## src/rtl/exc_pkg.sv

```systemverilog
package exc_pkg;
  localparam int XLEN   = 32;
  localparam int CODE_W = 5;
  localparam int RNUM_W = 5;

  localparam logic [RNUM_W-1:0] RN_BADADDR = 5'd8;
  localparam logic [RNUM_W-1:0] RN_STATUS  = 5'd12;
  localparam logic [RNUM_W-1:0] RN_CAUSE   = 5'd13;
  localparam logic [RNUM_W-1:0] RN_EPC     = 5'd14;

  localparam logic [CODE_W-1:0] EC_IRQ     = 5'd0;
  localparam logic [CODE_W-1:0] EC_ADDR_LD = 5'd4;
  localparam logic [CODE_W-1:0] EC_ADDR_ST = 5'd5;
  localparam logic [CODE_W-1:0] EC_BUS_IF  = 5'd6;

  // bit positions shared by cause and status layouts
  localparam int CODE_LO = 2;
  localparam int PEND_LO = 8;
  localparam int PEND_W  = 8;
  localparam int BD_BIT  = 31;

  function automatic logic is_addr_fault(input logic [CODE_W-1:0] c);
    return (c == EC_ADDR_LD) || (c == EC_ADDR_ST);
  endfunction
endpackage

```

## src/rtl/exc_capture.sv

```systemverilog
module exc_capture
  import exc_pkg::*;
#(
  parameter int INSN_BYTES = 4
) (
  input  logic              clk,
  input  logic              rst_n,
  input  logic              exc_valid,
  input  logic [CODE_W-1:0] exc_code,
  input  logic [XLEN-1:0]   exc_pc,
  input  logic [XLEN-1:0]   exc_badaddr,
  input  logic              exc_in_delay,
  input  logic              wr_cause,
  input  logic              wr_epc,
  input  logic [XLEN-1:0]   wdata,
  output logic [XLEN-1:0]   epc_q,
  output logic [XLEN-1:0]   bad_q,
  output logic [CODE_W-1:0] code_q,
  output logic              bd_q
);
  localparam logic [XLEN-1:0] STEP = XLEN'(INSN_BYTES);

  always_ff @(posedge clk) begin
    if (!rst_n) begin
      epc_q  <= '0;
      bad_q  <= '0;
      code_q <= '0;
      bd_q   <= 1'b0;
    end else if (exc_valid) begin
      epc_q  <= exc_in_delay ? (exc_pc - STEP) : exc_pc;
      bd_q   <= exc_in_delay;
      code_q <= exc_code;
      if (is_addr_fault(exc_code)) bad_q <= exc_badaddr;
    end else begin
      if (wr_epc) epc_q <= wdata;
      if (wr_cause) begin
        code_q <= wdata[CODE_LO +: CODE_W];
        bd_q   <= wdata[BD_BIT];
      end
    end
  end
endmodule

```

## src/rtl/exc_pend.sv

```systemverilog
module exc_pend
  import exc_pkg::*;
#(
  parameter int N_HW = 6
) (
  input  logic              clk,
  input  logic              rst_n,
  input  logic [N_HW-1:0]   hw_irq,
  input  logic              wr_sw,
  input  logic [PEND_W-N_HW-1:0] sw_wdata,
  output logic [PEND_W-1:0] pend_q
);
  localparam int N_SW = PEND_W - N_HW;

  always_ff @(posedge clk) begin
    if (!rst_n) pend_q[N_SW-1:0] <= '0;
    else if (wr_sw) pend_q[N_SW-1:0] <= sw_wdata;
  end

  for (genvar g = 0; g < N_HW; g++) begin : g_hw
    always_ff @(posedge clk) begin
      if (!rst_n) pend_q[N_SW+g] <= 1'b0;
      else        pend_q[N_SW+g] <= hw_irq[g];
    end
  end
endmodule

```

## src/rtl/exc_status.sv

```systemverilog
module exc_status
  import exc_pkg::*;
(
  input  logic              clk,
  input  logic              rst_n,
  input  logic              exc_valid,
  input  logic              eret,
  input  logic              wr,
  input  logic              wdata_ie,
  input  logic [PEND_W-1:0] wdata_mask,
  input  logic [PEND_W-1:0] pend,
  output logic              ie_q,
  output logic [PEND_W-1:0] mask_q,
  output logic              irq_req
);
  always_ff @(posedge clk) begin
    if (!rst_n) begin
      ie_q   <= 1'b0;
      mask_q <= '0;
    end else begin
      if (wr) mask_q <= wdata_mask;
      if (exc_valid)  ie_q <= 1'b0;
      else if (eret)  ie_q <= 1'b1;
      else if (wr)    ie_q <= wdata_ie;
    end
  end

  assign irq_req = ie_q && |(pend & mask_q);
endmodule

```

## src/rtl/exc_ctrl_regs.sv

```systemverilog
module exc_ctrl_regs
  import exc_pkg::*;
#(
  parameter int N_HW       = 6,
  parameter int INSN_BYTES = 4
) (
  input  logic              clk,
  input  logic              rst_n,
  input  logic              exc_valid,
  input  logic [CODE_W-1:0] exc_code,
  input  logic [XLEN-1:0]   exc_pc,
  input  logic [XLEN-1:0]   exc_badaddr,
  input  logic              exc_in_delay,
  input  logic [N_HW-1:0]   hw_irq,
  input  logic              eret,
  input  logic              reg_we,
  input  logic [RNUM_W-1:0] reg_addr,
  input  logic [XLEN-1:0]   reg_wdata,
  output logic [XLEN-1:0]   reg_rdata,
  output logic              irq_req
);
  localparam int N_SW = PEND_W - N_HW;

  logic              wr_cause, wr_epc, wr_status;
  logic [XLEN-1:0]   epc_q, bad_q;
  logic [CODE_W-1:0] code_q;
  logic              bd_q, ie_q;
  logic [PEND_W-1:0] pend_q, mask_q;
  logic [XLEN-1:0]   cause_w, status_w;

  assign wr_cause  = reg_we && (reg_addr == RN_CAUSE);
  assign wr_epc    = reg_we && (reg_addr == RN_EPC);
  assign wr_status = reg_we && (reg_addr == RN_STATUS);

  exc_capture #(.INSN_BYTES(INSN_BYTES)) u_cap (
    .clk(clk), .rst_n(rst_n), .exc_valid(exc_valid), .exc_code(exc_code),
    .exc_pc(exc_pc), .exc_badaddr(exc_badaddr), .exc_in_delay(exc_in_delay),
    .wr_cause(wr_cause), .wr_epc(wr_epc), .wdata(reg_wdata),
    .epc_q(epc_q), .bad_q(bad_q), .code_q(code_q), .bd_q(bd_q)
  );

  exc_pend #(.N_HW(N_HW)) u_pend (
    .clk(clk), .rst_n(rst_n), .hw_irq(hw_irq), .wr_sw(wr_cause),
    .sw_wdata(reg_wdata[PEND_LO +: N_SW]), .pend_q(pend_q)
  );

  exc_status u_stat (
    .clk(clk), .rst_n(rst_n), .exc_valid(exc_valid), .eret(eret),
    .wr(wr_status), .wdata_ie(reg_wdata[0]),
    .wdata_mask(reg_wdata[PEND_LO +: PEND_W]), .pend(pend_q),
    .ie_q(ie_q), .mask_q(mask_q), .irq_req(irq_req)
  );

  always_comb begin
    cause_w = '0;
    cause_w[BD_BIT] = bd_q;
    cause_w[PEND_LO +: PEND_W] = pend_q;
    cause_w[CODE_LO +: CODE_W] = code_q;
    status_w = '0;
    status_w[PEND_LO +: PEND_W] = mask_q;
    status_w[0] = ie_q;
  end

  always_comb begin
    unique case (reg_addr)
      RN_BADADDR: reg_rdata = bad_q;
      RN_STATUS:  reg_rdata = status_w;
      RN_CAUSE:   reg_rdata = cause_w;
      RN_EPC:     reg_rdata = epc_q;
      default:    reg_rdata = '0;
    endcase
  end
endmodule

```

## config.mk

```make
export PLATFORM = sky130hd
export DESIGN_NAME = exc_ctrl_regs
export DESIGN_NICKNAME = d
export VERILOG_FILES = /design/src/rtl/exc_pkg.sv /design/src/rtl/exc_capture.sv /design/src/rtl/exc_pend.sv /design/src/rtl/exc_status.sv /design/src/rtl/exc_ctrl_regs.sv
export SDC_FILE = /design/constraint.sdc
export NUM_CORES = 1
export LEC_CHECK = 0
export BUFFER_PORTS_ARGS = -buffer_cell sky130_fd_sc_hd__buf_2
export CORE_MARGIN = 10
export CORE_UTILIZATION = 51
export DETAILED_ROUTE_END_ITERATION = 8
export HOLD_SLACK_MARGIN = 0.05
export MAX_ROUTING_LAYER = met4
export PLACE_DENSITY = 0.9
export SETUP_SLACK_MARGIN = 0.4
export SLEW_MARGIN = 10
export SYNTH_ARGS = -nofsm -noshare
export SYNTH_HDL_FRONTEND = slang
export SYNTH_SLANG_ARGS = --single-unit
export TNS_END_PERCENT = 100
```

## constraint.sdc

```tcl
create_clock -name clk -period 2.9 [get_ports clk]
set_input_delay 0.435 -clock clk [delete_from_list [all_inputs] [get_ports clk]]
set_output_delay 0.435 -clock clk [all_outputs]
set_load 0.01 [all_outputs]
```

; Word level (Yosys, flattened, before mapping)
; Index checks and enable logic that the tools add are counted.
[classes]
muxes = 10
n_reduce_logical = 11
add_sub_neg = 1
eq_ne = 6
bitwise_logic = 2
[ops]
columns = op, count
row1 = 32-bit case mux with 4 select lines, 1
row2 = 32-bit two-way mux, 3
row3 = "32-bit by 3-bit subtractor with 32-bit output, second input constant", 1
row4 = "5-bit by 4-bit == test with 1-bit output, second input constant", 4
row5 = "5-bit by 3-bit == test with 1-bit output, second input constant", 2
row6 = 5-bit two-way mux, 2
row7 = 8-bit bitwise AND, 1
row8 = 8-bit OR reduction, 1
row9 = 2-bit nonzero test, 3
row10 = 1-bit logical AND, 4
row11 = 1-bit two-way mux, 4
row12 = 2-bit AND reduction, 1
row13 = 2-bit OR reduction, 1
row14 = 1-bit logical OR, 1
row15 = 1-bit inverter, 1
[word_totals]
output_inout_bits = 33
word_cells = 43
register_bits = 87

; Logic depth before layout (Yosys ltp)
[logic_depth]
word_depth = 4
mapped_depth = 8
depth_no_buf = 6

; Modules after synthesis
; A second synthesis with hierarchy kept.
[hier_totals]
cells_unflattened = 532
area_unflattened_um2 = 4665.7
[by_module_without_submodules]
columns = module, cells_each, area_each_um2, instances
row1 = exc_capture, 401, 3399.5, 1
row2 = exc_ctrl_regs, 77, 646.9, 1
row3 = exc_status, 36, 389.1, 1
row4 = exc_pend, 18, 230.2, 1

; Worst setup path after synthesis
; OpenSTA, ideal clock, no wires.
[synth_path]
kind = input to register
from = input port exc_pc[20]
to = register u_cap.epc_q[27]
t_arrival_ns = 2.304
path_slack_ns = 0.505
n_path_buf = 2
stages = 6
setup_ns = 0.091
required_ns = 2.809
cell_sequence = or3_1 > buf_2 > or4b_1 > buf_2 > or4_1 > a311oi_1
[synth_between]
elab_chain_cells = 3
[synth_rtl]
columns = item, line
row1 = from (decl), exc_ctrl_regs.sv:11  ; input logic [XLEN-1:0] exc_pc,
row2 = 32-bit by 3-bit subtractor with 32-bit output, exc_capture.sv:30  ; epc_q <= exc_in_delay ? (exc_pc - STEP) : exc_pc;
row3 = 32-bit two-way mux, exc_capture.sv:30
row4 = 32-bit two-way mux, exc_capture.sv:29  ; end else if (exc_valid) begin
row5 = to (signal assigned), exc_capture.sv:30
row6 = to (signal assigned), exc_capture.sv:35  ; if (wr_epc) epc_q <= wdata;
row7 = to (decl), exc_capture.sv:16  ; output logic [XLEN-1:0] epc_q,
; No other way between the ends.
; A chain may end at the register's enable or synchronous reset.

; Final worst setup path
[layout_path]
from = input port reg_addr[0]
to = output port reg_rdata[9]
[layout_between]
elab_chain_cells = 2
elab_cells_between_ends = 5
cone_classes = 4 x eq/ne / 1 x mux
[layout_rtl]
columns = item, line
row1 = from (decl), exc_ctrl_regs.sv:17  ; input logic [RNUM_W-1:0] reg_addr,
row2 = 5-bit by 4-bit == test with 1-bit output, exc_ctrl_regs.sv:65  ; unique case (reg_addr)
row3 = 32-bit case mux with 4 select lines (*), exc_ctrl_regs.sv:65
row4 = to (decl), exc_ctrl_regs.sv:19  ; output logic [XLEN-1:0] reg_rdata,
; Every way passes the cells marked *; elsewhere a longest branch is shown, timed or not.

==> Implementation_results.wiki <==
{| class="wikitable"
! Metric !! Value
|-
| Outcome || finished, final reports clean
|-
| Horizontal die dimension || 116 um
|-
| Total of buffers placed on input and output ports || 150
|-
| Fraction of final layout cells with drive strength greater than 1 || 28.6%
|-
| Sw Pwr || 740 uW
|-
| Area contributors post-synth || sky130_fd_sc_hd__dfxtp_1 37%, sky130_fd_sc_hd__nand2_1 7.9%, sky130_fd_sc_hd__a211oi_1 4.7%
|-
| Largest net degree at the start of global routing || 69
|-
| PD cells || 436 nW/um^2
|-
| Maximum count of clock buffers along a single path || 2
|-
| GR Overflow Total || 0
|-
| Proportion of register bits with asynchronous set or reset after synthesis || 0%
|-
| Signal arrival time at the worst endpoint || 2010 ps
|-
| Detailed placer's ending HPWL || 12.6 mm
|-
| Syn_area_per_cell || 8.12 sq um
|-
| # clock sinks || 87
|-
| Fill cell total of the finished layout || 769
|-
| Setup Buffers After CTS || 0
|-
| Portion of total power attributed to the clock network || 34.7%
|-
| Initial DRC Count || 635
|-
| Fin Clk Skew || 0 ps
|-
| Setup Crit Path Kind || input pin to output port
|-
| Floorplan Core Area || 8810 sq um
|-
| Root Buffer || sky130_fd_sc_hd__clkbuf_8
|-
| Starting density of the core || 53.1%
|-
| Number of endpoints failing setup at the final stage || 0
|-
| Dominant cell type by area after synthesis || sky130_fd_sc_hd__dfxtp_1
|-
| Register Area || 1740 sq um
|-
| TritonCTS buffer count || 9
|-
| Mean routed wirelength per cell || 20.7 um
|-
| Warnings from Yosys || 0
|-
| Total length of routed wires || 16.8 mm
|-
| Synth top cells by count || 98 x sky130_fd_sc_hd__nand2_1, 87 x sky130_fd_sc_hd__dfxtp_1, 44 x sky130_fd_sc_hd__clkbuf_1
|-
| Last weighted congestion value of the routability-driven placer || 1.01
|-
| Vias in the first global route || 5,200
|-
| Post-synth top area share || 37.2%
|-
| Number of antenna violations at the first check in global routing || 1
|-
| CTS tree || done
|-
| Final Hold Fails || 0
|-
| Final core area utilization || 64.1%
|-
| Detailed-routing iteration count for the pre-antenna-repair pass || 7
|-
| Total negative slack || 0 ps
|-
| Count of flip-flops with a built-in enable after synthesis || 0
|-
| Count of state elements after synthesis || 87
|-
| Net count after synthesis || 695
|-
| Post-layout minimum cycle time || 2440 ps
|-
| Vias after detailed routing || 5,189
|-
| Area after detailed placement || 5430 sq um
|-
| CTS hold repair buffers || 0
|-
| CTS clk-pin slew, worst paths || 110 ps
|-
| Crit start category || input pin
|-
| Critical-path cell with the highest stage delay || sky130_fd_sc_hd__or3b_2
|-
| Count of antenna-violating nets left after detailed routing || 0
|-
| Max transition margin || 52.9%
|-
| Peak clock frequency supported by timing || 409 MHz
|-
| Delay of the slowest critical-path stage || 620 ps
|-
| Sw Share || 30.0%
|-
| Synthesized area || 4680 sq um
|-
| Clock Latency Late Sink || 350 ps
|-
| Internal power || 1.72 mW
|-
| Die Footprint || 13,400 sq um
|-
| Predominant post-synthesis flop cell || sky130_fd_sc_hd__dfxtp_1
|-
| Share of the clock period used by the worst path after layout || 84.2%
|-
| Fraction of power consumed by sequential logic || 52.1%
|-
| Count of nets after finishing || 817
|-
| Global router's overall resource usage || 25.1%
|-
| Number of H-tree levels || 3
|-
| IO Pins || 151
|-
| Nature of the critical path endpoint || output port
|-
| Library cells used by synthesis || 52
|-
| Area taken by multi-input logic gates || 2650 sq um
|-
| Transition at the pin with the smallest max-transition slack || 706 ps
|-
| Post-route DRC || 0
|-
| Maxcap violations || 0
|-
| Critical Path, Cell by Cell || buf_2 -> or3b_2 -> nor3_4 -> buf_12 -> a222oi_1 -> nand2_1 -> buf_2
|-
| Area delta synth->final || 20.6%
|-
| Sequential cell area fraction in the yosys report || 37.2%
|-
| Combinational fraction of design power || 13.2%
|-
| Num rows || 34
|-
| Die outline height || 116 um
|-
| Total of cells resized after clock tree synthesis || 0
|-
| Synth Instances || 576
|-
| Critical path data required time || 2470 ps
|-
| Maximum resistive drop on vdd || 0.281 mV
|-
| Unrepaired setup endpoints after global routing || false
|-
| Critical path peak fanout || 31
|-
| Final count of pins violating max slew || 0
|-
| First-pass GRT wire length || 26.2 mm
|-
| Library cell with the highest instance count after synthesis || sky130_fd_sc_hd__nand2_1
|-
| Post-layout instance area || 5650 sq um
|-
| Leak || 2.43 nW
|-
| Routed via count divided by cell count || 6.39
|-
| Worst hold-check path type || input pin to register
|-
| Worst path most repeated cell || sky130_fd_sc_hd__buf_2
|}
## critical path: cells and delay by family
kind,cells,cell delay (ps)
AO/OA/AOI/OAI,1,110
buffers and inverters,3,480
AND/OR/NAND/NOR,3,970
## worst paths after layout
kind	start	to	slack, ps	depth (start not counted)
setup / recovery	reg_addr[0]	reg_rdata[9]	460	7
setup reg to reg	u_cap.epc_q[29]	u_cap.epc_q[29]	1890	4
hold reg to reg	u_cap.bad_q[5]	u_cap.bad_q[5]	460	2
hold / removal	hw_irq[2]	u_pend.pend_q[4]	270	2
## state kept, by name (all words and copies together) (netlist names)
| signal | flops |
|---|---|
| u_cap.bad_q | 32 |
| u_cap.bd_q | 1 |
| u_cap.code_q | 5 |
| u_cap.epc_q | 32 |
| u_pend.pend_q | 8 |
| u_stat.ie_q | 1 |
| u_stat.mask_q | 8 |
## cell type report
| class | instances | area share (%) |
|---|---|---|
| Antenna cell | 1 | 0.0443 |
| Clock buffer | 9 | 2.19 |
| Clock inverter | 7 | 1.33 |
| Inverter | 12 | 0.798 |
| Multi-Input combinational cell | 423 | 46.9 |
| Sequential cell | 87 | 30.9 |
| Tap cell | 108 | 2.39 |
| Timing Repair Buffer | 165 | 15.5 |
## through the flow
step	std cells	setup slack, ps	hold WS, ps	total power [mW]
5_1_grt	812	422	258	2.56
2_1_floorplan	576	505	436	1.46
3_3_place_gp	795	347	442	1.61
6_report	812	457	272	2.46
4_1_cts	811	473	265	2.46
3_5_place_dp	795	210	448	1.62
## placed cells by master (no fill, tap or decap), drive strengths merged, types with 5 or more instances in the layout
cell type | netlist | routed
mux2i | 17 | 17
nand2 | 98 | 98
clkbuf | 48 | 9
nor2 | 32 | 32
xnor2 | 5 | 5
xor2 | 6 | 6
o21ai | 14 | 14
or4 | 20 | 20
inv | 10 | 14
buf | 4 | 165
nand3 | 5 | 5
nor3 | 5 | 5
and3 | 23 | 23
a31oi | 5 | 5
a21oi | 40 | 40
a211oi | 29 | 29
o311ai | 7 | 7
or2 | 7 | 7
and2 | 8 | 8
or3 | 10 | 10
a22o | 17 | 17
nor4 | 6 | 6
dfxtp | 87 | 87
o31ai | 12 | 12
a222oi | 14 | 14
a311oi | 16 | 16
## power groups by stage
stage	Sequential, mW	Combinational [mW]	Clock (mW)
final	1.28	0.325	0.855
after floorplan	1.29	0.165	0
after CTS	1.28	0.317	0.860
after global routing	1.29	0.355	0.917
after detailed placement	1.31	0.314	0
after global placement	1.31	0.304	0
## logic make-up after synthesis
family                     count (synthesis)  share of synthesized area (%)
muxes                                     17                           3.64
adders and majority gates                  1                          0.267
buffers and inverters                     66                           6.66
AOI/OAI and AO/OA                        164                           25.3
and+or+nand+nor                          230                           24.9
DFF                                       87                           37.2
xor gates and xnor gates                  11                           2.06
## routing by layer
metal | wire (um) | vias to the layer above | global-route usage (%)
li1 | - | 2405 | -
met1 | 6340 | 2376 | 29.0
met2 | 7900 | 351 | 39.8
met3 | 1840 | 57 | 7.18
met4 | 717 | 0 | 11.1
met5 | 0 | - | -
No activity file was read; power rests on OpenSTA's default activity.
